[src/rtl/rgb_timing_pkg.sv]
package rgb_timing_pkg;
  localparam int DATA_W   = 32;
  localparam int ADDR_W   = 8;
  localparam int NUM_REGS = 7;

  localparam int HCNT_W  = 18;
  localparam int HSW_W   = 14;
  localparam int VCNT_W  = 16;
  localparam int HWAIT_W = 12;
  localparam int VSW_W   = 18;

  localparam int IDX_CTRL  = 0;
  localparam int IDX_LINE  = 1;
  localparam int IDX_FRAME = 2;
  localparam int IDX_WAIT  = 3;
  localparam int IDX_SHAPE = 4;
  localparam int IDX_HACT  = 5;
  localparam int IDX_NEXT  = 6;

  localparam int BIT_RUN      = 0;
  localparam int BIT_SYNC_ON  = 1;
  localparam int BIT_VS_LINES = 20;
  localparam int BIT_POL_DE   = 24;
  localparam int BIT_POL_CLK  = 25;
  localparam int BIT_POL_HS   = 26;
  localparam int BIT_POL_VS   = 27;
  localparam int HWAIT_LSB    = 16;

  typedef enum logic [1:0] {
    WR_PLAIN = 2'd0,
    WR_SET   = 2'd1,
    WR_CLEAR = 2'd2,
    WR_NONE  = 2'd3
  } wr_kind_e;

  typedef struct packed {
    logic vs;
    logic hs;
    logic clk;
    logic de;
  } pol_t;

  function automatic logic [DATA_W-1:0] merge_write(input logic [DATA_W-1:0] old_v,
                                                     input logic [DATA_W-1:0] new_v,
                                                     input wr_kind_e kind);
    case (kind)
      WR_PLAIN: return new_v;
      WR_SET:   return old_v | new_v;
      WR_CLEAR: return old_v & ~new_v;
      default:  return old_v;
    endcase
  endfunction

  function automatic logic in_window(input logic [DATA_W-1:0] pos,
                                     input logic [DATA_W-1:0] start,
                                     input logic [DATA_W-1:0] len);
    logic [DATA_W:0] stop;
    stop = {1'b0, start} + {1'b0, len};
    return (pos >= start) && ({1'b0, pos} < stop);
  endfunction
endpackage

[src/rtl/rgb_timing_regs.sv]
module rgb_timing_regs
  import rgb_timing_pkg::*;
#(
  parameter int NREGS = NUM_REGS
) (
  input  logic                         clk,
  input  logic                         rst_n,
  input  logic                         wr_en,
  input  logic [ADDR_W-1:0]            wr_addr,
  input  logic [DATA_W-1:0]            wr_data,
  output logic [NREGS-1:0][DATA_W-1:0] regs_o
);
  localparam int IDX_W = ADDR_W - 4;

  wr_kind_e kind;
  logic     unused_addr_lo;

  assign kind           = wr_kind_e'(wr_addr[3:2]);
  assign unused_addr_lo = ^wr_addr[1:0];

  generate
    for (genvar i = 0; i < NREGS; i++) begin : g_reg
      logic              hit;
      logic [DATA_W-1:0] q;

      assign hit = wr_en && (wr_addr[ADDR_W-1:4] == IDX_W'(i));

      always_ff @(posedge clk or negedge rst_n) begin
        if (!rst_n)   q <= '0;
        else if (hit) q <= merge_write(q, wr_data, kind);
      end

      assign regs_o[i] = q;
    end
  endgenerate
endmodule

[src/rtl/rgb_timing_counter.sv]
module rgb_timing_counter #(
  parameter int W = 16
) (
  input  logic         clk,
  input  logic         rst_n,
  input  logic         clr,
  input  logic         en,
  input  logic [W-1:0] period,
  output logic [W-1:0] cnt,
  output logic         last
);
  assign last = ({1'b0, cnt} + 1'b1) >= {1'b0, period};

  always_ff @(posedge clk or negedge rst_n) begin
    if (!rst_n)   cnt <= '0;
    else if (clr) cnt <= '0;
    else if (en)  cnt <= last ? '0 : cnt + 1'b1;
  end
endmodule

[src/rtl/rgb_timing_shaper.sv]
module rgb_timing_shaper
  import rgb_timing_pkg::*;
(
  input  logic               out_en,
  input  logic [HCNT_W-1:0]  h_cnt,
  input  logic [VCNT_W-1:0]  v_cnt,
  input  logic [VSW_W-1:0]   f_clk,
  input  logic [HSW_W-1:0]   hs_width,
  input  logic [HWAIT_W-1:0] h_wait,
  input  logic [HCNT_W-1:0]  h_active,
  input  logic [VCNT_W-1:0]  v_wait,
  input  logic [VCNT_W-1:0]  v_active,
  input  logic [VSW_W-1:0]   vs_width,
  input  logic               vs_lines,
  input  pol_t               pol,
  output logic               hsync_o,
  output logic               vsync_o,
  output logic               de_o,
  output logic               pix_req_o
);
  logic hs_act, vs_act, h_win, v_win, win;

  assign hs_act = DATA_W'(h_cnt) < DATA_W'(hs_width);
  assign vs_act = vs_lines ? (DATA_W'(v_cnt) < DATA_W'(vs_width)) : (f_clk < vs_width);
  assign h_win  = in_window(DATA_W'(h_cnt), DATA_W'(h_wait), DATA_W'(h_active));
  assign v_win  = in_window(DATA_W'(v_cnt), DATA_W'(v_wait), DATA_W'(v_active));
  assign win    = h_win && v_win;

  assign hsync_o   = (out_en && hs_act) ? pol.hs : !pol.hs;
  assign vsync_o   = (out_en && vs_act) ? pol.vs : !pol.vs;
  assign de_o      = (out_en && win)    ? pol.de : !pol.de;
  assign pix_req_o = out_en && win;
endmodule

[src/rtl/rgb_timing_gen.sv]
module rgb_timing_gen
  import rgb_timing_pkg::*;
(
  input  logic              clk,
  input  logic              rst_n,
  input  logic              wr_en,
  input  logic [ADDR_W-1:0] wr_addr,
  input  logic [DATA_W-1:0] wr_data,
  input  logic              fetch_idle,
  output logic              hsync_o,
  output logic              vsync_o,
  output logic              de_o,
  output logic              pix_req_o,
  output logic              dotclk_fall_o,
  output logic [DATA_W-1:0] cur_base_o
);
  logic [NUM_REGS-1:0][DATA_W-1:0] regs;

  rgb_timing_regs #(.NREGS(NUM_REGS)) u_regs (
    .clk     (clk),
    .rst_n   (rst_n),
    .wr_en   (wr_en),
    .wr_addr (wr_addr),
    .wr_data (wr_data),
    .regs_o  (regs)
  );

  // Field views of the register bank
  logic               run_bit, sync_on, vs_lines, pol_hs;
  logic [HCNT_W-1:0]  line_period, h_active;
  logic [HSW_W-1:0]   hs_width;
  logic [VCNT_W-1:0]  frame_period, v_active, v_wait;
  logic [HWAIT_W-1:0] h_wait;
  logic [VSW_W-1:0]   vs_width;
  logic [DATA_W-1:0]  next_base;
  pol_t               pol;

  assign run_bit      = regs[IDX_CTRL][BIT_RUN];
  assign sync_on      = regs[IDX_CTRL][BIT_SYNC_ON];
  assign line_period  = regs[IDX_LINE][HCNT_W-1:0];
  assign hs_width     = regs[IDX_LINE][DATA_W-1 -: HSW_W];
  assign frame_period = regs[IDX_FRAME][VCNT_W-1:0];
  assign v_active     = regs[IDX_FRAME][DATA_W-1 -: VCNT_W];
  assign h_wait       = regs[IDX_WAIT][HWAIT_LSB +: HWAIT_W];
  assign v_wait       = regs[IDX_WAIT][VCNT_W-1:0];
  assign vs_width     = regs[IDX_SHAPE][VSW_W-1:0];
  assign vs_lines     = regs[IDX_SHAPE][BIT_VS_LINES];
  assign pol          = '{vs:  regs[IDX_SHAPE][BIT_POL_VS],
                          hs:  regs[IDX_SHAPE][BIT_POL_HS],
                          clk: regs[IDX_SHAPE][BIT_POL_CLK],
                          de:  regs[IDX_SHAPE][BIT_POL_DE]};
  assign pol_hs       = pol.hs;
  assign h_active     = regs[IDX_HACT][HCNT_W-1:0];
  assign next_base    = regs[IDX_NEXT];

  logic unused_bits;
  assign unused_bits = ^{regs[IDX_CTRL][DATA_W-1:2], regs[IDX_WAIT][31:28],
                         regs[IDX_SHAPE][31:28], regs[IDX_SHAPE][23:21],
                         regs[IDX_SHAPE][19:18], regs[IDX_HACT][DATA_W-1:HCNT_W]};

  // Run state: starts only with sync enabled, stops once the fetch side drains
  logic running;
  always_ff @(posedge clk or negedge rst_n) begin
    if (!rst_n)       running <= 1'b0;
    else if (running) begin
      if (!run_bit && fetch_idle) running <= 1'b0;
    end
    else              running <= run_bit && sync_on;
  end

  logic [HCNT_W-1:0] h_cnt;
  logic [VCNT_W-1:0] v_cnt;
  logic              h_last, v_last;

  rgb_timing_counter #(.W(HCNT_W)) u_hcnt (
    .clk(clk), .rst_n(rst_n), .clr(!running), .en(running),
    .period(line_period), .cnt(h_cnt), .last(h_last)
  );

  rgb_timing_counter #(.W(VCNT_W)) u_vcnt (
    .clk(clk), .rst_n(rst_n), .clr(!running), .en(running && h_last),
    .period(frame_period), .cnt(v_cnt), .last(v_last)
  );

  logic frame_start;
  assign frame_start = running && (h_cnt == '0) && (v_cnt == '0);

  // Clocks since frame start, saturating, for clock-unit vertical sync
  logic [VSW_W-1:0] f_clk;
  always_ff @(posedge clk or negedge rst_n) begin
    if (!rst_n)                           f_clk <= '0;
    else if (!running || (h_last && v_last)) f_clk <= '0;
    else if (f_clk != '1)                 f_clk <= f_clk + 1'b1;
  end

  always_ff @(posedge clk or negedge rst_n) begin
    if (!rst_n)           cur_base_o <= '0;
    else if (frame_start) cur_base_o <= next_base;
  end

  rgb_timing_shaper u_shape (
    .out_en    (running && sync_on),
    .h_cnt     (h_cnt),
    .v_cnt     (v_cnt),
    .f_clk     (f_clk),
    .hs_width  (hs_width),
    .h_wait    (h_wait),
    .h_active  (h_active),
    .v_wait    (v_wait),
    .v_active  (v_active),
    .vs_width  (vs_width),
    .vs_lines  (vs_lines),
    .pol       (pol),
    .hsync_o   (hsync_o),
    .vsync_o   (vsync_o),
    .de_o      (de_o),
    .pix_req_o (pix_req_o)
  );

  assign dotclk_fall_o = pol.clk;
endmodule

[config.mk]
export PLATFORM = sky130hd
export DESIGN_NAME = rgb_timing_gen
export DESIGN_NICKNAME = d
export VERILOG_FILES = /design/src/rtl/rgb_timing_pkg.sv /design/src/rtl/rgb_timing_regs.sv /design/src/rtl/rgb_timing_counter.sv /design/src/rtl/rgb_timing_shaper.sv /design/src/rtl/rgb_timing_gen.sv
export SDC_FILE = /design/constraint.sdc
export NUM_CORES = 1
export LEC_CHECK = 0
export CAP_MARGIN = 30
export CORE_MARGIN = 2
export CORE_UTILIZATION = 68
export CTS_BUF_LIST = sky130_fd_sc_hd__clkbuf_8
export DETAILED_ROUTE_END_ITERATION = 10
export GPL_ROUTABILITY_DRIVEN = 0
export PLACE_DENSITY = 0.89
export RECOVER_POWER = 50
export SKIP_LAST_GASP = 1
export SLEW_MARGIN = 20
export SYNTH_ARGS = -nofsm -noshare
export SYNTH_HDL_FRONTEND = slang
export SYNTH_SLANG_ARGS = --single-unit
[constraint.sdc]
create_clock -name clk -period 6.8 [get_ports clk]
set_input_delay 1.02 -clock clk [delete_from_list [all_inputs] [get_ports clk]]
set_output_delay 1.02 -clock clk [all_outputs]
set_load 0.1 [all_outputs]
# Yosys cells after proc, flatten, opt, wreduce, memory -nomap -nowiden
# Cells that the tools add are included.
[word_totals] reg_bits=309 inputBits=44 out_inout_bits=37 elab_cells=112
[op_classes] add_sub_neg=7 order_cmp=9 n_eq_ne=10 n_mux=20 bitwise_logic=15 n_reduce_logical=39
[op_table] operator="one-hot mux 32 bit (3 select lines)" count=7
[op_table] operator="AND 32 bit" count=7
[op_table] operator="bitwise OR 32 bit" count=7
[op_table] operator="two-way mux 18 bit" count=4
[op_table] operator="two-way mux 16 bit" count=3
[op_table] operator="adder 18 x 1 -> 18 bit, second input constant" count=2
[op_table] operator="< comparator 16 x 33 -> 1 bit" count=1
[op_table] operator="< comparator 18 x 33 -> 1 bit" count=1
[op_table] operator="NOT 32 bit" count=1
[op_table] operator="logical AND 1 bit" count=20
[op_table] operator="adder 12 x 18 -> 19 bit" count=1
[op_table] operator="adder 18 x 1 -> 19 bit, second input constant" count=1
[op_table] operator="greater-or-equal comparator 19 x 18 -> 1 bit" count=1
[op_table] operator="greater-or-equal comparator 18 x 12 -> 1 bit" count=1
[op_table] operator="zero test 18 bit" count=1
[op_table] operator="< comparator 16 x 18 -> 1 bit" count=1
[op_table] operator="< comparator 18 x 14 -> 1 bit" count=1
[op_table] operator="< comparator 18 bit" count=1
[op_table] operator="inequality test 18 bit, second input constant" count=1
[op_table] operator="adder 16 x 1 -> 17 bit, second input constant" count=1
[op_table] operator="adder 16 x 16 -> 17 bit" count=1
[op_table] operator="greater-or-equal comparator 17 x 16 -> 1 bit" count=1
[op_table] operator="adder 16 x 1 -> 16 bit, second input constant" count=1
[op_table] operator="greater-or-equal comparator 16 bit" count=1
[op_table] operator="other kinds (15)" count=33

# Logic depth before layout (Yosys ltp)
[depth] word_depth=6 ltp_mapped=20 ltp_nobuf=20

# Modules after synthesis
# A second synthesis with hierarchy kept.
[hier_totals] cells_unflattened=1952 area_unflattened_um2=19488.7
[modules_own_cells] module="rgb_timing_regs" instances=1 cells_per_inst=923 area_each_um2=10324.9 seq_area_each_um2=5605.4
[modules_own_cells] module="rgb_timing_shaper" instances=1 cells_per_inst=488 area_each_um2=3736.1 seq_area_each_um2=0.0
[modules_own_cells] module="rgb_timing_gen" instances=1 cells_per_inst=202 area_each_um2=2359.8 seq_area_each_um2=1276.2
[modules_own_cells] module="rgb_timing_counter at u_hcnt" instances=1 cells_per_inst=170 area_each_um2=1575.3 seq_area_each_um2=450.4
[modules_own_cells] module="rgb_timing_counter at u_vcnt" instances=1 cells_per_inst=169 area_each_um2=1492.7 seq_area_each_um2=400.4

# Worst setup path before layout
# Ideal clock, no wire load.
[synth_path] path_type="register to output" from="register u_regs.g_reg[3].q[16]" to="output port de_o" t_arrival_ps=8238 required_ps=5780 path_slack_ps=-2458 stages_incl_launch_ff=17 n_path_buf=0 cell_sequence="dfrtp_1 > ha_1 > fa_1 > a211o_1 > a21oi_1 > o21ai_1 > a21oi_1 > o31a_1 > xor2_1 > ha_1 > a221oi_1 > o21ai_0 > or4b_1 > a21oi_1 > o21ba_1 > nor4_1 > xnor2_1"
[synth_via] elab_chain_cells=6 word_cells_on_any_way=7 cone_classes="add/sub (1); order compare (2); mux (1); reduce/logical (3)"
[synth_lines] element="from (decl)" line="rgb_timing_regs.sv:24" source="logic [DATA_W-1:0] q;"
[synth_lines] element="from (signal assigned)" line="rgb_timing_regs.sv:30" source="else if (hit) q <= merge_write(q, wr_data, kind);"
[synth_lines] element="adder 12 x 18 -> 19 bit" line="rgb_timing_pkg.sv:58" source="stop = {1'b0, start} + {1'b0, len};"
[synth_lines] element="< comparator 18 x 33 -> 1 bit" line="rgb_timing_pkg.sv:59" source="return (pos >= start) && ({1'b0, pos} < stop);"
[synth_lines] element="logical AND 1 bit (*)" line="rgb_timing_pkg.sv:59"
[synth_lines] element="logical AND 1 bit (*)" line="rgb_timing_shaper.sv:27" source="assign win = h_win && v_win;"
[synth_lines] element="logical AND 1 bit (*)"
[synth_lines] element="named net pix_req_o" line="rgb_timing_gen.sv:13" source="output logic pix_req_o,"
[synth_lines] element="two-way mux 1 bit (*)" line="rgb_timing_shaper.sv:31" source="assign de_o = (out_en && win) ? pol.de : !pol.de;"
[synth_lines] element="to (decl)" line="rgb_timing_gen.sv:12" source="output logic de_o,"
# The timed path passes the listed nets; every way through them passes the cells marked *.

# Final worst setup path
[layout_path] from="register u_regs.g_reg[3].q[16]" to="output port de_o"
[layout_via] elab_chain_cells=6 word_cells_on_any_way=7 cone_classes="add/sub (1); order compare (2); mux (1); reduce/logical (3)"
[layout_lines] element="adder 12 x 18 -> 19 bit" line="rgb_timing_pkg.sv:58"
[layout_lines] element="< comparator 18 x 33 -> 1 bit" line="rgb_timing_pkg.sv:59"
[layout_lines] element="logical AND 1 bit (*)" line="rgb_timing_pkg.sv:59"
[layout_lines] element="logical AND 1 bit (*)" line="rgb_timing_shaper.sv:27"
[layout_lines] element="logical AND 1 bit (*)" line="rgb_timing_shaper.sv:31"
[layout_lines] element="two-way mux 1 bit (*)" line="rgb_timing_shaper.sv:31"
# Mark *: on every way between the ends. The rest lies on a longest branch, timed or not.

==> impl_results.md <==
* Clk Latency, worst-skew pair at around 570 ps
* CTS tree: done
* Max layer used: met5
* CP max stage delay at around 500 ps
* Status: finished with violations
* Distinct cells, synth at 66
* Hold depth at 1
* Initial antenna violation count at 3
* Internal reg-to-reg setup slack at 2190 ps
* Worst-path clk slew at about 60 ps
* Core area at 0.0220 mm²
* WL per Instance at 21.7 µm
* CTS sink count at ~250
* CP delay by family, top: compound AO/OA/AOI/OAI gates
* Post-Syn Area at about 0.015 mm²
* Overall power at 6.09 mW
* Warning count from the yosys run at 0
* RR Endpoint: f_clk[2]$_DFFE_PN0P_
* Crit path kind: flop to output port
* I/O pin cnt at 81
* Mapped Nets at about 1.9k
* First-pass GRT wire length at 69800 µm
* Gate power share at 0.425
* Routed WL at 44000 µm
* P_int at ~3.4 mW
* Worst-Margin Slew at 5250 ps
* Fmax at 157 MHz
* Setup tns final at 0 ps
* Die width at 154 µm
* DRC violation total after the first TritonRoute iteration at 1504
* Cts hold-fix bufs at 0
* Flop pwr share at 0.354
* Hold EP: cur_base_o[2]$_DFFE_PN0P_
* Worst setup SP type: flop
* Async S/R FF share, synth at 1.00
* P&R area growth vs syn at 12.7%
* Grt total ovfl at 0
* Max Slew Vio Count at approximately 180
* Crit path arrival time at 5360 ps
* RSZ-0062 raised after global routing: no
* Most common cell after layout, fill and taps aside: a21oi_1
* Util after Layout at 0.786
* Worst slew margin at -2.50
* Yosys reg bits at 252
* Sw Share at 0.438
* Via density at 6.63
* Maximum Capacitance Violations at 4
* # setup viols final at 0
* Die H at between 150 and 200 µm
* Failing checks: max-capacitance violations, max-slew violations
* Final Hold Fails at 0
* Layout cells sized above 1 at 0.0545
* Slowest cell on crit path: or4b_1
* Hold Path Origin: cur_base_o[2]$_DFFE_PN0P_
* Starting density of the core at 0.697
* Crit path top cell by count: a21oi_1
* Avg Cell Area, Syn at 9.34 µm²
* R2r startpoint: u_hcnt.cnt[0]$_DFF_PN0_
* Final min period at 6380 ps
* # rows at 54
* Power per cell area at ~350 mW/mm²
* Maximum VDD drop at 0.000392 V
* Largest net degree at the start of global routing at around 160
* Pleak at 8.60 nW
* Buf/Inv on CP at 1
* R2r worst-path depth at 16
* M1 wire length at ~17000 µm
* Final nets at a little under 2k
* Mapped Cells at 1640
* Setup Skew at 13.8 ps
* Switching pwr at 2.67 mW
* Met3 wire len at slightly below 5000 µm
* Residual DRC at 0
* Non-Filler Instances at 2025
* Post-route ant nets at 0
* Worst-path maximum fanout at 4
* IO buf count at roughly 80
* CP required at 5780 ps
* HPWL Detailed at ~30000 µm
* CTS Buffer Depth at 3
* CTS Buf Count at 43
* DP Cell Count at slightly below 2k
* Most frequent cells in the layout: a21oi_1 (396), dfrtp_1 (252), ha_1 (175)
* Clk network pwr share at 0.221
* Crit end category: output port
* Final worst path period share at 0.938
* CTS Root Cell: clkbuf_8
* H-tree Lvls at 2
* Gr usage total at 0.376
* Number of global-route vias before repair at between 10k and 15k
* Register area share after synthesis at 0.412
* Setup Fix Bufs, Post-CTS at 0
* HP Class: flop to flop
* Post-CTS sizing at 0
* Wire length on met2 at 19300 µm
* CP Cell Sequence: ha_1, fa_1, a211o_1, a21oi_1, o21ai_1, a21oi_1, o31a_1, xor2_1, ha_1, a221oi_1, o21ai_0, or4b_1, a21oi_1, o21ba_1, nor4_4, xnor2_1, buf_4
* Primary FF master, synth: dfrtp_1
* Via Count at 13.4k
* Die footprint at 0.0237 mm²
* Post-synth EDFFs at 0
* Drt pass-1 iters at 5
==> synthesized netlist by cell type (4+ instances only) <==
master,count,area [µm²]
nor3_1,18,90.1
xor2_1,34,298
and2_1,20,125
and3_1,18,113
clkbuf_1,53,199
nor2_1,58,218
nor4_1,10,62.6
o21a_1,5,37.5
a211oi_1,42,315
inv_1,149,559
nand3_1,33,165
nor2b_1,12,75.1
xnor2_1,37,324
a21o_1,65,488
dfrtp_1,252,6310
o21ai_1,16,80.1
o21ai_0,35,175
buf_2,5,25.0
nor3b_1,5,37.5
or3_1,5,31.3
nand4_1,28,175
a21oi_1,396,1980
buf_1,4,15.0
mux2_1,32,360
o2111ai_1,4,35.0
ha_1,175,2190
nand2_1,52,195
nand2b_1,15,93.8
==> how the worst max path moves through the flow <==
stage               depth (start not counted)   end                               from
finish                                     17  de_o  u_regs.g_reg[3].q[16]$_DFFE_PN0P_
detailed placement                         17  de_o  u_regs.g_reg[3].q[16]$_DFFE_PN0P_
CTS                                        17  de_o  u_regs.g_reg[3].q[16]$_DFFE_PN0P_
global placement                           17  de_o  u_regs.g_reg[3].q[16]$_DFFE_PN0P_
floorplan                                  16  de_o  u_regs.g_reg[3].q[16]$_DFFE_PN0P_
global route                               17  de_o  u_regs.g_reg[3].q[16]$_DFFE_PN0P_
==> power by group through the flow <==
stage / sequential, mW / combinational [mW] / clock (mW)
after floorplan: 2.65 / 1.25 / 0
after global placement: 2.13 / 2.37 / 0
after detailed placement: 2.15 / 2.51 / 0
after CTS: 2.14 / 2.55 / 1.35
after global routing: 2.18 / 2.79 / 1.42
final: 2.16 / 2.59 / 1.35
==> sequential cells by signal, summed over array words and instances, names as in the netlist <==
register / count
u_regs.g.q: 167
cur_base_o: 32
f_clk: 18
u_hcnt.cnt: 18
u_vcnt.cnt: 16
running: 1
==> area by class of cell <==
cell class              count  area (µm²)
diodes                      1        2.50
clock buffers              53         729
clock inverters            23         105
fillers                  1316        4700
inverters                 149         559
multi-input cells        1174        8230
flip-flops and latches    252        6310
well taps                 280         350
repair buffers             93         975
==> stage by stage <==
| step | area (µm²) | hold WS, ps | worst slack [ps] |
|---|---|---|---|
| after detailed placement | 16400 | 477 | 1100 |
| after global routing | 17300 | 508 | 178 |
| final | 17300 | 481 | 422 |
| after floorplan | 15300 | 465 | 308 |
| after CTS | 17200 | 487 | 465 |
| after global placement | 16300 | 469 | 1290 |
==> cells by family (layout without fill, tap and decap cells) <==
| family | Yosys count | count (layout) | share of synthesized area |
|---|---|---|---|
| other | 0 | 1 | 0 |
| multiplexers | 34 | 34 | 0.0248 |
| AND/OR/NAND/NOR | 290 | 290 | 0.0987 |
| AO/OA/AOI/OAI | 602 | 602 | 0.225 |
| adder cells (fa/ha/maj) | 177 | 177 | 0.146 |
| XOR/XNOR | 71 | 71 | 0.0406 |
| buffers and inverters | 214 | 318 | 0.0535 |
| flip-flops | 252 | 252 | 0.412 |
==> per-layer routing <==
layer  track usage  up-vias
met4         0.195        2
li1              -     6046
met1         0.511     6440
met5             0        -
met2         0.564      763
met3        0.0902      176
==> worst register-to-register path: cells and delay by family, from the launching register on <==
family | cells | cell delay, ps
AO/OA/AOI/OAI | 2 | 510
flip-flops | 1 | 510
AND/OR/NAND/NOR | 10 | 2500
buffers and inverters | 1 | 210
adder cells (fa/ha/maj) | 2 | 560
XOR/XNOR | 1 | 170
Note: power is estimated with default switching activity, not from simulation.
